[src/rtl/tcmd_pkg.sv]
package tcmd_pkg;

  localparam int unsigned WORD_W = 64;
  localparam int unsigned OPC_W  = 8;
  localparam logic [OPC_W-1:0] OPC_L2_PREFETCH = 8'h3C;
  localparam int unsigned OPC_EXT_BIT = 7;

  typedef struct packed {
    logic              thread;
    logic              ext;
    logic [WORD_W-1:0] w0;
    logic [WORD_W-1:0] w1;
  } tcmd_t;

  localparam int unsigned TCMD_W = $bits(tcmd_t);

  function automatic logic [OPC_W-1:0] opc_of(input logic [WORD_W-1:0] data);
    return data[OPC_W-1:0];
  endfunction

  function automatic logic opc_is_ext(input logic [OPC_W-1:0] opc);
    return opc[OPC_EXT_BIT];
  endfunction

  // thread 0 may issue anything; thread 1 only the L2 prefetch with scratchpad present
  function automatic logic issue_permitted(input logic thr,
                                           input logic [OPC_W-1:0] opc,
                                           input logic l2_scp);
    if (!thr) return 1'b1;
    return (opc == OPC_L2_PREFETCH) && l2_scp;
  endfunction

  function automatic tcmd_t pack_cmd(input logic thr,
                                     input logic [WORD_W-1:0] data,
                                     input logic [WORD_W-1:0] x31);
    tcmd_t c;
    c.thread = thr;
    c.ext    = opc_is_ext(opc_of(data));
    c.w0     = data;
    c.w1     = c.ext ? x31 : '0;
    return c;
  endfunction

endpackage

[src/rtl/tcmd_admit.sv]
module tcmd_admit
  import tcmd_pkg::*;
(
  input  logic              clk,
  input  logic              rst_n,
  input  logic              wr_valid,
  input  logic              wr_thread,
  input  logic [WORD_W-1:0] wr_data,
  input  logic [WORD_W-1:0] gpr_x31,
  input  logic              l2_scp_en,
  input  logic              fifo_full,
  input  logic              cnt_sat,
  output logic              push,
  output logic              reject,
  output logic              room_stall,
  output logic              illegal_flag,
  output tcmd_t             cmd
);

  logic permitted;
  logic no_room;

  always_comb begin
    permitted  = issue_permitted(wr_thread, opc_of(wr_data), l2_scp_en);
    no_room    = fifo_full || cnt_sat;
    push       = wr_valid && permitted && !no_room;
    reject     = wr_valid && !permitted;
    room_stall = wr_valid && permitted && no_room;
    cmd        = pack_cmd(wr_thread, wr_data, gpr_x31);
  end

  always_ff @(posedge clk) begin
    if (!rst_n)      illegal_flag <= 1'b0;
    else if (reject) illegal_flag <= 1'b1;
  end

endmodule

[src/rtl/tcmd_fifo.sv]
module tcmd_fifo #(
  parameter int unsigned WIDTH = 130,
  parameter int unsigned DEPTH = 8
) (
  input  logic             clk,
  input  logic             rst_n,
  input  logic             push,
  input  logic [WIDTH-1:0] push_data,
  input  logic             pop,
  output logic [WIDTH-1:0] head_data,
  output logic             empty,
  output logic             full
);

  localparam int unsigned PTR_W = (DEPTH > 1) ? $clog2(DEPTH) : 1;
  localparam int unsigned OCC_W = $clog2(DEPTH + 1);
  localparam logic [PTR_W-1:0] LAST = PTR_W'(DEPTH - 1);
  localparam logic [OCC_W-1:0] FULL_OCC = OCC_W'(DEPTH);

  logic [WIDTH-1:0] slot [DEPTH];
  logic [PTR_W-1:0] wr_ptr, rd_ptr;
  logic [OCC_W-1:0] occ;
  logic             do_push, do_pop;

  function automatic logic [PTR_W-1:0] bump(input logic [PTR_W-1:0] p);
    return (p == LAST) ? '0 : p + 1'b1;
  endfunction

  assign empty     = (occ == '0);
  assign full      = (occ == FULL_OCC);
  assign do_push   = push && !full;
  assign do_pop    = pop && !empty;
  assign head_data = slot[rd_ptr];

  always_ff @(posedge clk) begin
    if (do_push) slot[wr_ptr] <= push_data;
  end

  always_ff @(posedge clk) begin
    if (!rst_n) begin
      wr_ptr <= '0;
      rd_ptr <= '0;
      occ    <= '0;
    end else begin
      if (do_push) wr_ptr <= bump(wr_ptr);
      if (do_pop)  rd_ptr <= bump(rd_ptr);
      case ({do_push, do_pop})
        2'b10:   occ <= occ + 1'b1;
        2'b01:   occ <= occ - 1'b1;
        default: occ <= occ;
      endcase
    end
  end

endmodule

[src/rtl/tcmd_outstanding.sv]
module tcmd_outstanding #(
  parameter int unsigned CNT_W = 6
) (
  input  logic             clk,
  input  logic             rst_n,
  input  logic             inc,
  input  logic             done,
  input  logic             wait_req,
  output logic [CNT_W-1:0] count,
  output logic             sat,
  output logic             done_ok,
  output logic             wait_stall
);

  localparam logic [CNT_W-1:0] CNT_MAX = '1;

  function automatic logic [CNT_W-1:0] next_count(input logic [CNT_W-1:0] c,
                                                  input logic up,
                                                  input logic down);
    case ({up, down})
      2'b10:   return c + 1'b1;
      2'b01:   return c - 1'b1;
      default: return c;
    endcase
  endfunction

  assign sat        = (count == CNT_MAX);
  assign done_ok    = done && (count != '0);
  assign wait_stall = wait_req && (count != '0);

  always_ff @(posedge clk) begin
    if (!rst_n) count <= '0;
    else        count <= next_count(count, inc, done_ok);
  end

endmodule

[src/rtl/tcmd_issue_queue.sv]
module tcmd_issue_queue
  import tcmd_pkg::*;
#(
  parameter int unsigned DEPTH = 8,
  parameter int unsigned CNT_W = 6
) (
  input  logic              clk,
  input  logic              rst_n,
  input  logic              wr_valid,
  input  logic              wr_thread,
  input  logic [63:0]       wr_data,
  input  logic [63:0]       gpr_x31,
  input  logic              l2_scp_en,
  input  logic              wait_req,
  input  logic              done,
  input  logic              uop_ready,
  output logic              uop_valid,
  output logic              uop_thread,
  output logic              uop_ext,
  output logic [63:0]       uop_word0,
  output logic [63:0]       uop_word1,
  output logic              stall,
  output logic              illegal_flag,
  output logic [CNT_W-1:0]  pending
);

  // named internal events, observed by the bound checker
  logic  enq_fire;
  logic  deq_fire;
  logic  rej_fire;
  logic  room_stall;
  logic  wait_stall;
  logic  fifo_full;
  logic  fifo_empty;
  logic  cnt_sat;
  logic  done_ok;
  tcmd_t new_cmd;
  tcmd_t head_cmd;
  logic [TCMD_W-1:0] head_bits;

  tcmd_admit u_admit (
    .clk          (clk),
    .rst_n        (rst_n),
    .wr_valid     (wr_valid),
    .wr_thread    (wr_thread),
    .wr_data      (wr_data),
    .gpr_x31      (gpr_x31),
    .l2_scp_en    (l2_scp_en),
    .fifo_full    (fifo_full),
    .cnt_sat      (cnt_sat),
    .push         (enq_fire),
    .reject       (rej_fire),
    .room_stall   (room_stall),
    .illegal_flag (illegal_flag),
    .cmd          (new_cmd)
  );

  tcmd_fifo #(.WIDTH(TCMD_W), .DEPTH(DEPTH)) u_fifo (
    .clk       (clk),
    .rst_n     (rst_n),
    .push      (enq_fire),
    .push_data (new_cmd),
    .pop       (deq_fire),
    .head_data (head_bits),
    .empty     (fifo_empty),
    .full      (fifo_full)
  );

  tcmd_outstanding #(.CNT_W(CNT_W)) u_outstanding (
    .clk        (clk),
    .rst_n      (rst_n),
    .inc        (enq_fire),
    .done       (done),
    .wait_req   (wait_req),
    .count      (pending),
    .sat        (cnt_sat),
    .done_ok    (done_ok),
    .wait_stall (wait_stall)
  );

  assign head_cmd   = tcmd_t'(head_bits);
  assign uop_valid  = !fifo_empty;
  assign deq_fire   = uop_valid && uop_ready;
  assign uop_thread = head_cmd.thread;
  assign uop_ext    = head_cmd.ext;
  assign uop_word0  = head_cmd.w0;
  assign uop_word1  = head_cmd.w1;
  assign stall      = room_stall || wait_stall;

endmodule

[config.mk]
export PLATFORM = sky130hd
export DESIGN_NAME = tcmd_issue_queue
export DESIGN_NICKNAME = d
export VERILOG_FILES = /design/src/rtl/tcmd_pkg.sv /design/src/rtl/tcmd_admit.sv /design/src/rtl/tcmd_fifo.sv /design/src/rtl/tcmd_outstanding.sv /design/src/rtl/tcmd_issue_queue.sv
export SDC_FILE = /design/constraint.sdc
export NUM_CORES = 1
export LEC_CHECK = 0
export BUFFER_PORTS_ARGS = -buffer_cell sky130_fd_sc_hd__buf_2
export CORE_ASPECT_RATIO = 0.9
export CORE_UTILIZATION = 30
export CTS_CLUSTER_SIZE = 10
export DETAILED_ROUTE_END_ITERATION = 6
export MAX_ROUTING_LAYER = met4
export PLACE_DENSITY = 0.52
export REMOVE_ABC_BUFFERS = 1
export SLEW_MARGIN = 5
export SYNTH_ARGS = -nofsm -noshare
export SYNTH_HDL_FRONTEND = slang
export SYNTH_SLANG_ARGS = --single-unit
export TNS_END_PERCENT = 1
[constraint.sdc]
create_clock -name clk -period 30.4 [get_ports clk]
set_input_delay 0 -clock clk [delete_from_list [all_inputs] [get_ports clk]]
set_output_delay 0 -clock clk [all_outputs]
set_load 0.02 [all_outputs]
==> flow_summary.json <==
{
  "drt_iter0_drc": 1455,
  "min_period_over_period_pct": 16.24,
  "synthesis.area_um2": 40490,
  "path_buf_inv": 4,
  "path_delay_family": "buffers and inverters",
  "cts_tree": "built",
  "crit_required_ps": 30400,
  "final_max_slew_viol_count": 0,
  "initial_core_util_pct": 30.30,
  "clk_pin_slew_ps": 50,
  "cp-start-kind": "flop",
  "num_vias": 18910,
  "htree_levels": 3,
  "hp-class": "in2reg",
  "dp_cells": 3749,
  "critPathMaxFanout": 39,
  "final.setup.tns_ps": 0,
  "grt_pass1_wl_um": 135700,
  "synth_edf_count": 1032,
  "fmax_mhz": 202.6,
  "grt_max_degree": 105,
  "crit_chain": "buf_4 -> buf_4 -> buf_4 -> mux4_2 -> mux2_2 -> buf_2",
  "rows": 127,
  "finalNetCount": 2347,
  "synth_top_cell_area_share_pct": 76.53,
  "cts_buffer_depth": 3,
  "async_flop_share_pct": 0,
  "port_buffers": 274,
  "rr_worst_depth": 7,
  "grt_overflow": 0,
  "cp_slowest_cell": "buf_4",
  "via_per_inst": 4.669,
  "rsz0062_at_grt": "false",
  "layout_commonest_cell": "edfxtp_1",
  "die_w_um": 389.3,
  "slew_headroom_pct": 23.17,
  "drt-pass1-iter-count": 5,
  "area_growth_pct": 20.00,
  "slowest_delay_ps": 780,
  "hold_depth": 2,
  "cts_sinks": 1052,
  "synth_cell_types": 49,
  "ys.flop_type": "edfxtp_1",
  "power_w": 0.003610,
  "dieArea_um2": 136400,
  "tightest_slew_ps": 1148,
  "cp-end-kind": "output port",
  "synth-seq-cells": 1052,
  "instances_no_fill": 4050,
  "ios": 275,
  "core_area_um2": 133600,
  "gp_congestion": 0.6886,
  "cts_inserted_buffers": 118,
  "first_global_vias": 20390,
  "yosysWarnings": 0,
  "outcome": "completed",
  "path_depth": 6,
  "p_per_area_nw_per_um2": 74.28,
  "antenna_found_initial": 8,
  "seq_area_frac_synth_pct": 77.52,
  "drive_above_1_share_pct": 37.81,
  "worst_path_most_repeated_cell": "buf_4",
  "drc": 0,
  "fillers": 12180,
  "ir_drop_v": 0.00005109,
  "final_cell_mix": "edfxtp_1, buf_2, mux4_2",
  "antenna_left": 0,
  "wire_per_inst_um": 22.81,
  "drv_cap": 0,
  "synth_top_area_cell": "edfxtp_1",
  "finalClockSkew_ps": 28.56,
  "hold_viol": 0,
  "critPathArrivalTime_ps": 4940,
  "die_h_um": 350.5,
  "post_cts_resized": 0,
  "fin_crit_ps": 4936,
  "setup_viol": 0,
  "criticalPathCategory": "reg2out",
  "wirelength_um": 92400,
  "yosys-top-cells-area": "edfxtp_1, mux4_2, mux2_2",
  "power_leakage_nw": 15.36,
  "synthCells": 1721,
  "avgSynthCellArea_um2": 23.53,
  "grtUsageTotal_pct": 13.96,
  "cts_root_buffer": "clkbuf_16",
  "worstSkewPairLatency_ps": 740,
  "hpwl_um": 51030
}
-- metal layers --
layer / GRT usage, % / vias up / share of wire (%)
li1: - / 8174 / -
met1: 18.68 / 10110 / 45
met2: 21.67 / 483 / 48
met3: 2.877 / 146 / 5.1
met4: 3.688 / 0 / 2.0
met5: - / - / 0
-- flip-flops by register name, indices dropped and copies added, names as in the netlist, named ones only --
register / cells
u_outstanding.count: 6
u_fifo.rd_ptr: 3
u_admit.illegal_flag: 1
u_fifo.wr_ptr: 3
u_fifo.occ: 4
u_fifo.slot: 1032
-- worst reg2reg max path, delay by kind of cell, from the launching register on --
| family | cells | cell delay [ps] |
|---|---|---|
| buffers and inverters | 3 | 1620 |
| DFF | 1 | 440 |
| AOI/OAI and AO/OA | 1 | 260 |
| and+or+nand+nor | 3 | 1430 |
-- worst paths after layout --
| check | start | to | slack (ps) |
|---|---|---|---|
| max | flop | uop_word1[35] | 25460 |
| min | wr_data[52] | u_fifo.slot[6][116]$_DFFE_PP_ | 80 |
| max reg2reg | u_fifo.occ[1]$_SDFFE_PN0P_ | u_fifo.slot[3][77]$_DFFE_PP_ | 26220 |
| min reg2reg | u_fifo.rd_ptr[1]$_SDFFE_PN0P_ | flop | 490 |
-- cells in the mapped netlist (9+ instances only) --
master and count:
buf_2 11, nand3_1 9, edfxtp_1 1032, dfxtp_1 20
ha_1 10, and2_1 65, mux2_2 129, mux4_2 258
buf_6 26, nand2_1 18, buf_1 9, a21oi_1 10
clkbuf_1 43
-- report_power, final --
part	internal, W	switching, W
Combinational	0.000337	0.000371
Sequential	0.00163	0.0000310
Clock	0.000704	0.000539
Total	0.00267	0.000941
-- layout make-up --
| cell class | instances | area (um^2) | area share [%] |
|---|---|---|---|
| Timing Repair Buffer | 451 | 3060 | 6.298 |
| Sequential cell | 1052 | 31400 | 64.62 |
| Clock buffer | 147 | 3082 | 6.342 |
| Multi-Input combinational cell | 569 | 8566 | 17.63 |
| Antenna cell | 1 | 2.502 | 0.005150 |
| Tap cell | 1806 | 2260 | 4.650 |
| Clock inverter | 15 | 185.2 | 0.3811 |
| Inverter | 9 | 36.28 | 0.07467 |
-- cell families after synthesis --
group | share of synthesized area, %
AOI/OAI and AO/OA | 0.4913
xor gates and xnor gates | 0.1514
adders and majority gates | 0.3090
buffers and inverters | 1.468
DFF | 77.52
muxes | 18.11
and+or+nand+nor | 1.950
-- what timing repair did --
item                       4_1_cts  5_1_grt
hold buffers                   138        0
setup buffers                    0        0
hold endpoints to repair      1044        0
setup endpoints to repair        0        0
-- metrics by stage --
step	hold slack [ps]	setup WS, ps	util [%]	area (um^2)
final	84.89	25460	36.36	48590
after floorplan	98.87	16140	-	39930
after CTS	0.9505	25150	36.36	48590
after global routing	38.29	24900	36.36	48590
after global placement	259.5	25970	32.88	43940
after detailed placement	274.5	25870	32.88	43940
Note: power is estimated with default switching activity, not from simulation.
